--- config.mk ---
export PLATFORM = sky130hd
export DESIGN_NAME = fmc_ctl
export DESIGN_NICKNAME = d
export VERILOG_FILES = /design/src/rtl/fmc_pkg.sv /design/src/rtl/fmc_rst_sync.sv /design/src/rtl/fmc_wr_gate.sv /design/src/rtl/fmc_mode_dec.sv /design/src/rtl/fmc_ctl.sv
export SDC_FILE = /design/constraint.sdc
export NUM_CORES = 1
export LEC_CHECK = 0
export ABC_AREA = 1
export CORE_MARGIN = 3
export CORE_UTILIZATION = 40
export CTS_CLUSTER_SIZE = 8
export DETAILED_ROUTE_END_ITERATION = 12
export GPL_TIMING_DRIVEN = 0
export PLACE_DENSITY = 0.77
export SKIP_LAST_GASP = 1
export SLEW_MARGIN = 20
export SYNTH_ARGS = -nofsm -noshare
export SYNTH_HDL_FRONTEND = slang
export SYNTH_SLANG_ARGS = --single-unit
--- constraint.sdc ---
create_clock -name clk -period 1.2 [get_ports clk]
set_input_delay 0.24 -clock clk [delete_from_list [all_inputs] [get_ports clk]]
set_output_delay 0.24 -clock clk [all_outputs]
set_load 0.01 [all_outputs]
--- src/rtl/fmc_pkg.sv ---
package fmc_pkg;
  localparam int CTL_W       = 8;
  localparam int LOW_W       = CTL_W - 1;
  localparam int ACT_W       = LOW_W - 1;
  localparam int SYNC_STAGES = 2;

  // bit positions are software visible
  localparam int B_PIN = 7;
  localparam int B_SWE = 6;
  localparam int B_ESU = 5;
  localparam int B_PSU = 4;
  localparam int B_EVF = 3;
  localparam int B_PVF = 2;
  localparam int B_ERS = 1;
  localparam int B_PRG = 0;

  typedef enum logic [2:0] {
    MODE_READ,
    MODE_PROG,
    MODE_ERASE,
    MODE_PVFY,
    MODE_EVFY,
    MODE_IDLE
  } fmode_e;
endpackage

--- src/rtl/fmc_rst_sync.sv ---
module fmc_rst_sync
  import fmc_pkg::*;
(
  input  logic clk,
  input  logic rst_n_in,
  output logic rst_n_out
);
  logic [SYNC_STAGES-1:0] sync_q;

  always_ff @(posedge clk or negedge rst_n_in) begin
    if (!rst_n_in) sync_q <= '0;
    else           sync_q <= {sync_q[SYNC_STAGES-2:0], 1'b1};
  end

  assign rst_n_out = sync_q[SYNC_STAGES-1];
endmodule

--- src/rtl/fmc_wr_gate.sv ---
module fmc_wr_gate
  import fmc_pkg::*;
(
  input  logic             pin,
  input  logic             wr_go,
  input  logic [LOW_W-1:0] cur,
  input  logic [LOW_W-1:0] din,
  output logic [LOW_W-1:0] nxt
);
  logic             swe_nxt;
  logic [ACT_W-1:0] low_nxt;

  // software enable depends only on the pin
  assign swe_nxt = (wr_go && pin) ? din[B_SWE] : cur[B_SWE];

  for (genvar b = 0; b < ACT_W; b++) begin : g_bit
    logic chain_ok;
    if (b == B_ERS) begin : g_ers
      assign chain_ok = cur[B_ESU];
    end else if (b == B_PRG) begin : g_prg
      assign chain_ok = cur[B_PSU];
    end else begin : g_plain
      assign chain_ok = 1'b1;
    end
    assign low_nxt[b] = (wr_go && pin && cur[B_SWE] && chain_ok) ? din[b] : cur[b];
  end

  // dropping the software enable empties the lower field
  assign nxt = {swe_nxt, low_nxt & {ACT_W{swe_nxt}}};
endmodule

--- src/rtl/fmc_mode_dec.sv ---
module fmc_mode_dec
  import fmc_pkg::*;
(
  input  logic [LOW_W-1:0] bits,
  output fmode_e           mode
);
  always_comb begin
    if (bits == '0)          mode = MODE_READ;
    else if (bits[B_PRG])    mode = MODE_PROG;
    else if (bits[B_ERS])    mode = MODE_ERASE;
    else if (bits[B_PVF])    mode = MODE_PVFY;
    else if (bits[B_EVF])    mode = MODE_EVFY;
    else                     mode = MODE_IDLE;
  end
endmodule

--- src/rtl/fmc_ctl.sv ---
module fmc_ctl
  import fmc_pkg::*;
(
  input  logic             clk,
  input  logic             rst_n,
  input  logic             pin_wen,
  input  logic             hw_stby,
  input  logic             sw_stby,
  input  logic             flash_on,
  input  logic             wr_en,
  input  logic [CTL_W-1:0] wr_data,
  input  logic             rd_en,
  output logic [CTL_W-1:0] rd_data,
  output logic             mode_prog,
  output logic             mode_erase,
  output logic             mode_pverify,
  output logic             mode_everify,
  output logic             mode_read
);
  logic             rst_n_s;
  logic [LOW_W-1:0] r_q;
  logic [LOW_W-1:0] q_d;
  logic             q_en;
  logic [LOW_W-1:0] eff;
  logic [LOW_W-1:0] gate_nxt;
  logic             stby;
  logic             wr_go;
  fmode_e           mode;
  logic             unused_bit7;

  assign unused_bit7 = wr_data[B_PIN];

  fmc_rst_sync u_rst (
    .clk       (clk),
    .rst_n_in  (rst_n),
    .rst_n_out (rst_n_s)
  );

  // a low pin masks the stored bits combinationally
  assign eff   = r_q & {LOW_W{pin_wen}};
  assign stby  = hw_stby | sw_stby;
  assign wr_go = wr_en & flash_on & ~stby;

  fmc_wr_gate u_gate (
    .pin   (pin_wen),
    .wr_go (wr_go),
    .cur   (eff),
    .din   (wr_data[LOW_W-1:0]),
    .nxt   (gate_nxt)
  );

  always_comb begin
    q_en = wr_go | stby | (~pin_wen & (|r_q));
    if (stby || !pin_wen) q_d = '0;
    else                  q_d = gate_nxt;
  end

  always_ff @(posedge clk or negedge rst_n_s) begin
    if (!rst_n_s)  r_q <= '0;
    else if (q_en) r_q <= q_d;
  end

  fmc_mode_dec u_dec (
    .bits (eff),
    .mode (mode)
  );

  always_comb begin
    rd_data      = (rd_en && flash_on) ? {pin_wen, eff} : '0;
    mode_read    = flash_on && (mode == MODE_READ);
    mode_prog    = flash_on && (mode == MODE_PROG);
    mode_erase   = flash_on && (mode == MODE_ERASE);
    mode_pverify = flash_on && (mode == MODE_PVFY);
    mode_everify = flash_on && (mode == MODE_EVFY);
  end
endmodule

==> results of run 1 <==
[synth_stat cells]
| cell type | count |
|---|---|
| inv_2 | 2 |
| buf_6 | 1 |
| nand4_1 | 2 |
| o2111ai_1 | 4 |
| nand2_2 | 1 |
| conb_1 | 1 |
| nand3_2 | 1 |
| nand2_1 | 26 |
| a31oi_2 | 1 |
| dfrtp_1 | 9 |
| nand3_1 | 10 |
| nor3_1 | 2 |
| o21bai_2 | 1 |
| nand2_4 | 3 |
| a211oi_2 | 1 |
| clkinv_1 | 1 |
| nor2_4 | 1 |
| nor2_1 | 13 |
| nor3b_2 | 1 |
| inv_1 | 12 |
[worst min-delay path by stage]
stage | slack (ps) | cells past startpoint | start | end
final | 120 | 0 | u_rst.sync_q[1] | r_q[2]
after floorplan | -60 | 0 | rst_n | u_rst.sync_q[0]
after global placement | 120 | 0 | u_rst.sync_q[1] | r_q[6]
after global routing | 110 | 1 | rst_n | u_rst.sync_q[0]
after CTS | 120 | 1 | rst_n | u_rst.sync_q[0]
after detailed placement | 120 | 0 | u_rst.sync_q[1] | r_q[6]
[repair_timing]
item / 4_1_cts / 5_1_grt
gates cloned: 0 / 1
setup endpoints to repair: 15 / 20
hold buffers: 0 / 0
buffers inserted: 12 / 9
resized for setup: 65 / 35
pin swaps: 8 / 12
[cell type report]
cell class	instances	area (sq um)
Buffer	1	15.01
Clock buffer	3	22.52
Clock inverter	1	5.005
Fill cell	93	319.1
Inverter	15	58.81
Multi-Input combinational cell	69	495.5
Sequential cell	9	226.5
Tap cell	16	20.02
Timing Repair Buffer	44	361.6
[metrics by stage]
step	power (uW)	setup WS, ps	TNS, ps
3_5_place_dp	424.0	-999.3	-11980
4_1_cts	676.0	-331.6	-1948
6_report	690.0	-361.5	-2311
3_3_place_gp	422.4	-985.8	-11620
5_1_grt	720.2	-421.9	-3356
2_1_floorplan	354.9	19.85	0
[power by group through the flow]
stage	Clock, uW	Combinational, uW	Sequential [uW]
after detailed placement	0	105	319
after global placement	0	104	319
after global routing	267	140	314
after CTS	250	113	313
after floorplan	0	37.5	317
final	245	132	313
[registers in the layout, summed over array words and instances, names as in the netlist]
name	flops
u_rst.sync_q	2
r_q	7
[per-layer routing]
layer  vias up  wire, um
met2        43      1284
li1        402         -
met3         8       210
met4         0        44
met5         -         0
met1       403       908
[logic make-up (layout without fill, tap and decap cells)]
family,Yosys count,in the layout,share of synthesized area (%)
AOI/OAI and AO/OA,7,7,10.79
other,1,1,0.5676
buffers and inverters,16,64,10.23
and+or+nand+nor,60,61,44.32
DFF,9,9,34.09
==> reports/results.ini, run 1 <==
[run_status]
status=complete, but fails checks
violations=negative setup slack

[power]
ir_drop_mv=0.7958
internal_power_uw=497.7
leakagePower_uw=0.0006912
pwr-share-seq_pct=45.4
power.switching_uw=192.3
swShare_pct=27.86
power.density_nw_per_um2=572.6
p_clk_share_pct=35.5
pwr-share-comb_pct=19.2

[hold_path]
hp-class=reg -> async

[worst_setup_path]
crit_arrival_ps=1320
path_class=reg -> out
rr_worst_depth=7
critPathLaunchType=flop
worstPathMaxFanout=3
path_cells=nand2_4 > inv_2 > a31oi_4 > nor3b_2 > buf_2
crit_slowest_cell=dfrtp_1
cp_num_cells=5
endpoint_kind=output pin
cp-endpoint=mode_pverify
path_buf_inv=2
critPathTopFamily=flip-flops
timing.rr.end=r_q[0]
rrSetupSlack_ps=-50
cp.required_ps=960
worstReg2RegStart=r_q[6]
slowest_delay_ps=410
cp-startpoint=r_q[1]

[die]
ios=29
dieArea_sq_um=2175
die_h_um=46.64
die_width_um=46.64
row_count=14
core_area_sq_um=1524
initial_core_util_pct=43.35

[global_route]
grt_pass1_vias=710
grt_pass1_wl_um=2994
grtUsageMet2_pct=32.42
antenna_found_initial=0
grt_use_met1_pct=23.53
overflow=0
grt_most_used_layer=met2
grt_start_max_net_pins=10
grtUsageTotal_pct=19.67
use_met3_pct=7.422

[drt]
routed_via_density=5.418
drc_errors=0
wl_per_cell_um=15.49
vias=856
routed_wl_um=2448
postRouteAntennaNets=0
drtIter0Drc=25
firstDrtPassIters=4

[sta]
fin_worst_skew_ps=5.282
setup_slack_ps=-361.5
setup_viol=20
fin_crit_sh_pct=130.1
fin_crit_ps=1562
grt_setup_unrepaired=yes
hold_viol_final=0
slew_viol_final=0
timing.hold.ws_ps=118.6
max_freq_mhz=640.4

[layout]
syn2layout_area_growth_pct=82.39
nets=159
stdcell_count=158
drive_above_1_share_pct=50.70
final_util_pct=79.06
fin_area_sq_um=1205
antennaDiodeCount=0
final_cell_mix=20 x nand2_1, 12 x buf_4, 11 x inv_1, 11 x buf_2, 10 x clkdlybuf4s50_1
final_common_cell=nand2_1

[synth]
ys_seq_area_share_pct=34.09
synth_nets=109
yosysTopAreaCell=dfrtp_1
yosys-top-cells-area=dfrtp_1 34%, nand2_1 15%, nand3_1 7.6%
ys_warn_count=0
synthDistinctLibCells=20
netlist_instances=93
synth.top_cell.area_share_pct=34.09
synth.avg_cell_area_sq_um=7.104
netlist_area_sq_um=660.6
synth_seq_cells=9

[cts]
cts_tree=yes
htreeDepth=1
cts_root_buffer=clkbuf_4
clock_latency_ps=270
clock_path_buffers=2
clock_sinks=9
clk_pin_slew_ps=70
cts_inserted_buffers=3

[job]
drv_cap=0

[place]
place_congestion=0.7888
dp.cells=136
portBuffers=27
dp_hpwl_um=1328
placed_area_sq_um=955.9

No activity file was read; power rests on OpenSTA's default activity.
==> run 2: changes to the inputs <==
--- a/config.mk
+++ b/config.mk
@@ -6,7 +6,7 @@
 export NUM_CORES = 1
 export LEC_CHECK = 0
 export ABC_AREA = 1
-export CORE_MARGIN = 3
+export CORE_MARGIN = 2
 export CORE_UTILIZATION = 40
 export CTS_CLUSTER_SIZE = 8
 export DETAILED_ROUTE_END_ITERATION = 12
==> reports/results.ini, run 2 (synthesis gave the netlist of run 1 again) <==
[layout]
nets=168
largest_reg_flops=7
syn2layout_area_growth_pct=88.07
reg_top3=r_q (7), u_rst.sync_q (2)
stdcell_count=167
fin_area_sq_um=1242
final_common_cell=buf_4
drive_above_1_share_pct=51.66
final_cell_mix=21 x buf_4, 16 x nand2_1, 13 x buf_2
antennaDiodeCount=0
regMostFlops=r_q

[worst_setup_path]
path_class=reg -> out
crit_arrival_ps=1330
critPathLaunchType=flop
endpoint_kind=output pin
worstPathMaxFanout=4
cp.required_ps=960

[drt]
routed_via_density=5.437
firstDrtPassIters=4
vias=908
drtIter0Drc=36
wl_per_cell_um=16.21
drc_errors=0
postRouteAntennaNets=0
routed_wl_um=2707

[sta]
setup_viol=15
hold_viol_final=0
setup_slack_ps=-374.5
fin_worst_skew_ps=12.03
fin_crit_ps=1575
max_freq_mhz=635.1
grt_setup_unrepaired=yes
slew_viol_final=0
fin_crit_sh_pct=131.2
timing.hold.ws_ps=115.7

[power]
pwr-share-seq_pct=45.3
swShare_pct=26.45
ir_drop_mv=0.6979
internal_power_uw=509.3
power.density_nw_per_um2=557.3
power.switching_uw=183.1
leakagePower_uw=0.0007267
p_clk_share_pct=34.5
fin_total_pwr_uw=692.4
pwr-share-comb_pct=20.2

[run_status]
status=complete, but fails checks
violations=negative setup slack

[cts]
clk_pin_slew_ps=60
cts_root_buffer=clkbuf_4
cts_inserted_buffers=3
clock_latency_ps=270
cts_tree=yes
clock_sinks=9
htreeDepth=1
clock_path_buffers=2

[die]
ios=29
dieArea_sq_um=1993
die_width_um=44.64
die_h_um=44.64
initial_core_util_pct=43.35
core_area_sq_um=1524
row_count=14

[global_route]
grt_start_max_net_pins=10
overflow=0
grtUsageTotal_pct=22.50
grt_pass1_wl_um=3270
antenna_found_initial=0
grt_pass1_vias=767

[place]
place_congestion=0.8586
placed_area_sq_um=955.9
dp_hpwl_um=1225
portBuffers=27
dp.cells=136

[hold_path]
hp-class=reg -> async

[job]
drv_cap=0

-- run 2: cell types whose count changed in the layout (fill, tap and decap cells not counted), moves of 2 or more --
cell	change
nor2_4	-2
buf_2	+2
buf_4	+9
nand2_2	+7
nand2_1	-4
nor2_1	+5
nor2_2	-3
nand2_4	-3
buf_6	-2
-- run 2: metrics by stage --
step | TNS [ps] | util, % | setup slack (ps)
after detailed placement | -11810 | 62.73 | -1006
after global routing | -2929 | 81.53 | -436.8
after floorplan | 0 | - | 19.85
after CTS | -1596 | 71.67 | -336.8
final | -2144 | 81.53 | -374.5
after global placement | -11610 | 62.73 | -985.8
-- run 2: final cells by class --
class	count	area (sq um)
Multi-Input combinational cell	69	467.9
Timing Repair Buffer	53	429.2
Fill cell	103	281.5
Sequential cell	9	226.5
Inverter	15	61.31
Clock buffer	4	26.28
Tap cell	16	20.02
Buffer	1	11.26
-- run 2: power groups by stage --
stage               Clock, uW  Combinational [uW]  Sequential (uW)
floorplan                   0                37.5              317
global placement            0                 103              319
detailed placement          0                 104              319
CTS                       238                 124              313
global route              261                 148              314
finish                    239                 140              313
-- run 2: path summary, 6_finish.rpt --
kind | cells past startpoint | from | slack [ps] | to
setup reg to reg | 7 | r_q[6] | -30 | r_q[2]
hold reg to reg | 0 | u_rst.sync_q[1] | 120 | r_q[1]
max in group asynchronous | 0 | u_rst.sync_q[1] | 820 | r_q[6]
hold / removal | 0 | u_rst.sync_q[1] | 120 | r_q[1]
min in group clk | 0 | u_rst.sync_q[0] | 350 | u_rst.sync_q[1]
setup / recovery | 5 | r_q[1] | -370 | mode_pverify
-- run 2: timing repair --
action                                  in CTS  in global routing
hold buffers                                 0                  0
gates resized for setup                     67                 22
pin swaps                                    4                 12
cloned                                       0                  1
buffers inserted                            17                 11
endpoints found under the setup margin      15                 19
-- run 2: worst max-delay path, stage by stage, from the launching register on --
cell and delay (ps):
dfrtp_1 410, nand2_4 100, inv_4 50, a31oi_4 180
nor3b_2 180, buf_2 140
-- run 2: routing by layer --
layer  up-vias  GRT usage, %  wire length [um]
li1        422             -                 -
met1       416         27.81              1056
met2        55         37.97              1302
met3        15         5.714               237
met4         0         7.273               110
met5         -             0                 0
==> run 3: changes to the inputs <==
--- a/config.mk
+++ b/config.mk
@@ -8,10 +8,12 @@
 export ABC_AREA = 1
 export CORE_MARGIN = 2
 export CORE_UTILIZATION = 40
+export CTS_CLUSTER_DIAMETER = 150
 export CTS_CLUSTER_SIZE = 8
 export DETAILED_ROUTE_END_ITERATION = 12
 export GPL_TIMING_DRIVEN = 0
 export PLACE_DENSITY = 0.77
+export SETUP_SLACK_MARGIN = 0.15
 export SKIP_LAST_GASP = 1
 export SLEW_MARGIN = 20
 export SYNTH_ARGS = -nofsm -noshare
==> reports/results.ini, run 3 (synthesis gave the netlist of run 1 again) <==
[layout]
final_cell_mix=19 x nand2_1, 14 x buf_4, 11 x buf_2
regMostFlops=r_q
largest_reg_flops=7
reg_top3=r_q (7), u_rst.sync_q (2)
fin_area_sq_um=1274
nets=164
final_common_cell=nand2_1
antennaDiodeCount=0
fillers=91
multiInputGateArea_sq_um=495.5
drive_above_1_share_pct=53.06
final-seq-area_sq_um=226.5
final_util_pct=83.58
syn2layout_area_growth_pct=92.80

[cts]
clk_pin_slew_ps=70
cts_tree=yes
htreeDepth=1
clock_sinks=9
cts_inserted_buffers=3
clock_path_buffers=2
clock_latency_ps=260
cts_root_buffer=clkbuf_4

[drt]
routed_via_density=5.558
drc_errors=0
vias=906
routed_wl_um=2776
firstDrtPassIters=4
postRouteAntennaNets=0
wl_per_cell_um=17.03
drtIter0Drc=14

[worst_setup_path]
crit_arrival_ps=1340
path_cells=nand2_4 > inv_4 > a31oi_4 > nor3b_4 > buf_2
critPathTopFamily=flip-flops
path_class=reg -> out
cp.required_ps=960
worstPathMaxFanout=4
crit_slowest_cell=dfrtp_1
critPathLaunchType=flop
endpoint_kind=output pin
rrSetupSlack_ps=-70
path_buf_inv=2
slowest_delay_ps=410

[die]
initial_core_util_pct=43.35
die_width_um=44.64
ios=29
core_area_sq_um=1524
dieArea_sq_um=1993
row_count=14
die_h_um=44.64

[place]
placed_area_sq_um=975.9
dp_hpwl_um=1411
portBuffers=27
place_congestion=0.8496

[global_route]
grt_start_max_net_pins=9
overflow=0
grt_pass1_wl_um=3574
antenna_found_initial=0
grt_pass1_vias=822
grtUsageTotal_pct=25.25

[sta]
setup_viol=17
fin_crit_ps=1580
max_freq_mhz=633.1
fin_crit_sh_pct=131.6
hold_viol_final=0
fin_worst_skew_ps=6.234
slew_viol_final=0
grt_setup_unrepaired=yes
setup_slack_ps=-379.5
final.setup.tns_ps=-2648

[run_status]
violations=negative setup slack
status=complete, but fails checks

[job]
drv_cap=0

[power]
ir_drop_mv=0.6178
leakagePower_uw=0.0007368
power.density_nw_per_um2=563.2

[hold_path]
hp-class=reg -> async

## run 3: cell count changes in the layout (fill, tap and decap cells not counted), moves of 3 or more
cell / before / now
buf_4: 21 / 14
inv_1: 11 / 8
nand2_2: 10 / 5
buf_6: 5 / 9
nand2_1: 16 / 19
inv_2: 1 / 4
## run 3: layout make-up
class	count	share of cell area [%]
clock buffers	4	2.063
multi-input cells	69	38.90
plain buffers	1	1.179
inverters	15	4.912
flip-flops and latches	9	17.78
repair buffers	49	33.60
well taps	16	1.572
## run 3: timing repair
item                                    CTS  global route
setup buffers                            13             9
pin swaps                                14             8
gates resized for setup                  82            25
gates cloned                              1             0
endpoints found under the setup margin   20            20
hold buffers                              0             0
## run 3: path summary, 6_finish.rpt
check	cells after the start	to	from
max	5	mode_pverify	r_q[1]
min	0	r_q[1]	u_rst.sync_q[1]
max reg2reg	5	r_q[5]	r_q[3]
min reg2reg	0	r_q[1]	u_rst.sync_q[1]
max in group asynchronous	0	r_q[6]	u_rst.sync_q[1]
min in group clk	0	u_rst.sync_q[1]	u_rst.sync_q[0]
## run 3: worst reg2reg max path, cell delays in order, from the launching register on
cell and delay [ps]:
dfrtp_1 440, nor2_1 150, nand2_1 140, o21bai_4 280
nand3_1 120, nand2_1 80
## run 3: per-stage QoR
stage / power, uW / instances / setup slack (ps) / hold slack (ps)
finish: 717.4 / 163 / -379.5 / 120.6
global route: 739.5 / 163 / -424.5 / 137.8
CTS: 684.1 / 154 / -350.5 / 121.9
detailed placement: 426.3 / 136 / -1028 / 116.9
global placement: 423.6 / 136 / -991.6 / 115.4
floorplan: 356.3 / 93 / 52.92 / -55.59
## run 3: where the power goes
group	internal (uW)	switching [uW]
sequential	307	5.87
combinational	78.8	77.3
clock	128	120
total	514	203
## run 3: metal layers
| metal | part of all wire (%) | GRT usage, % | up-vias | wire length [um] |
|---|---|---|---|---|
| met4 | 2.6 | 9.091 | 0 | 71 |
| met1 | 38 | 29.49 | 444 | 1067 |
| met2 | 54 | 45.51 | 40 | 1511 |
| met3 | 4.5 | 4.490 | 10 | 126 |
| li1 | - | - | 412 | - |
| met5 | 0 | 0 | - | 0 |
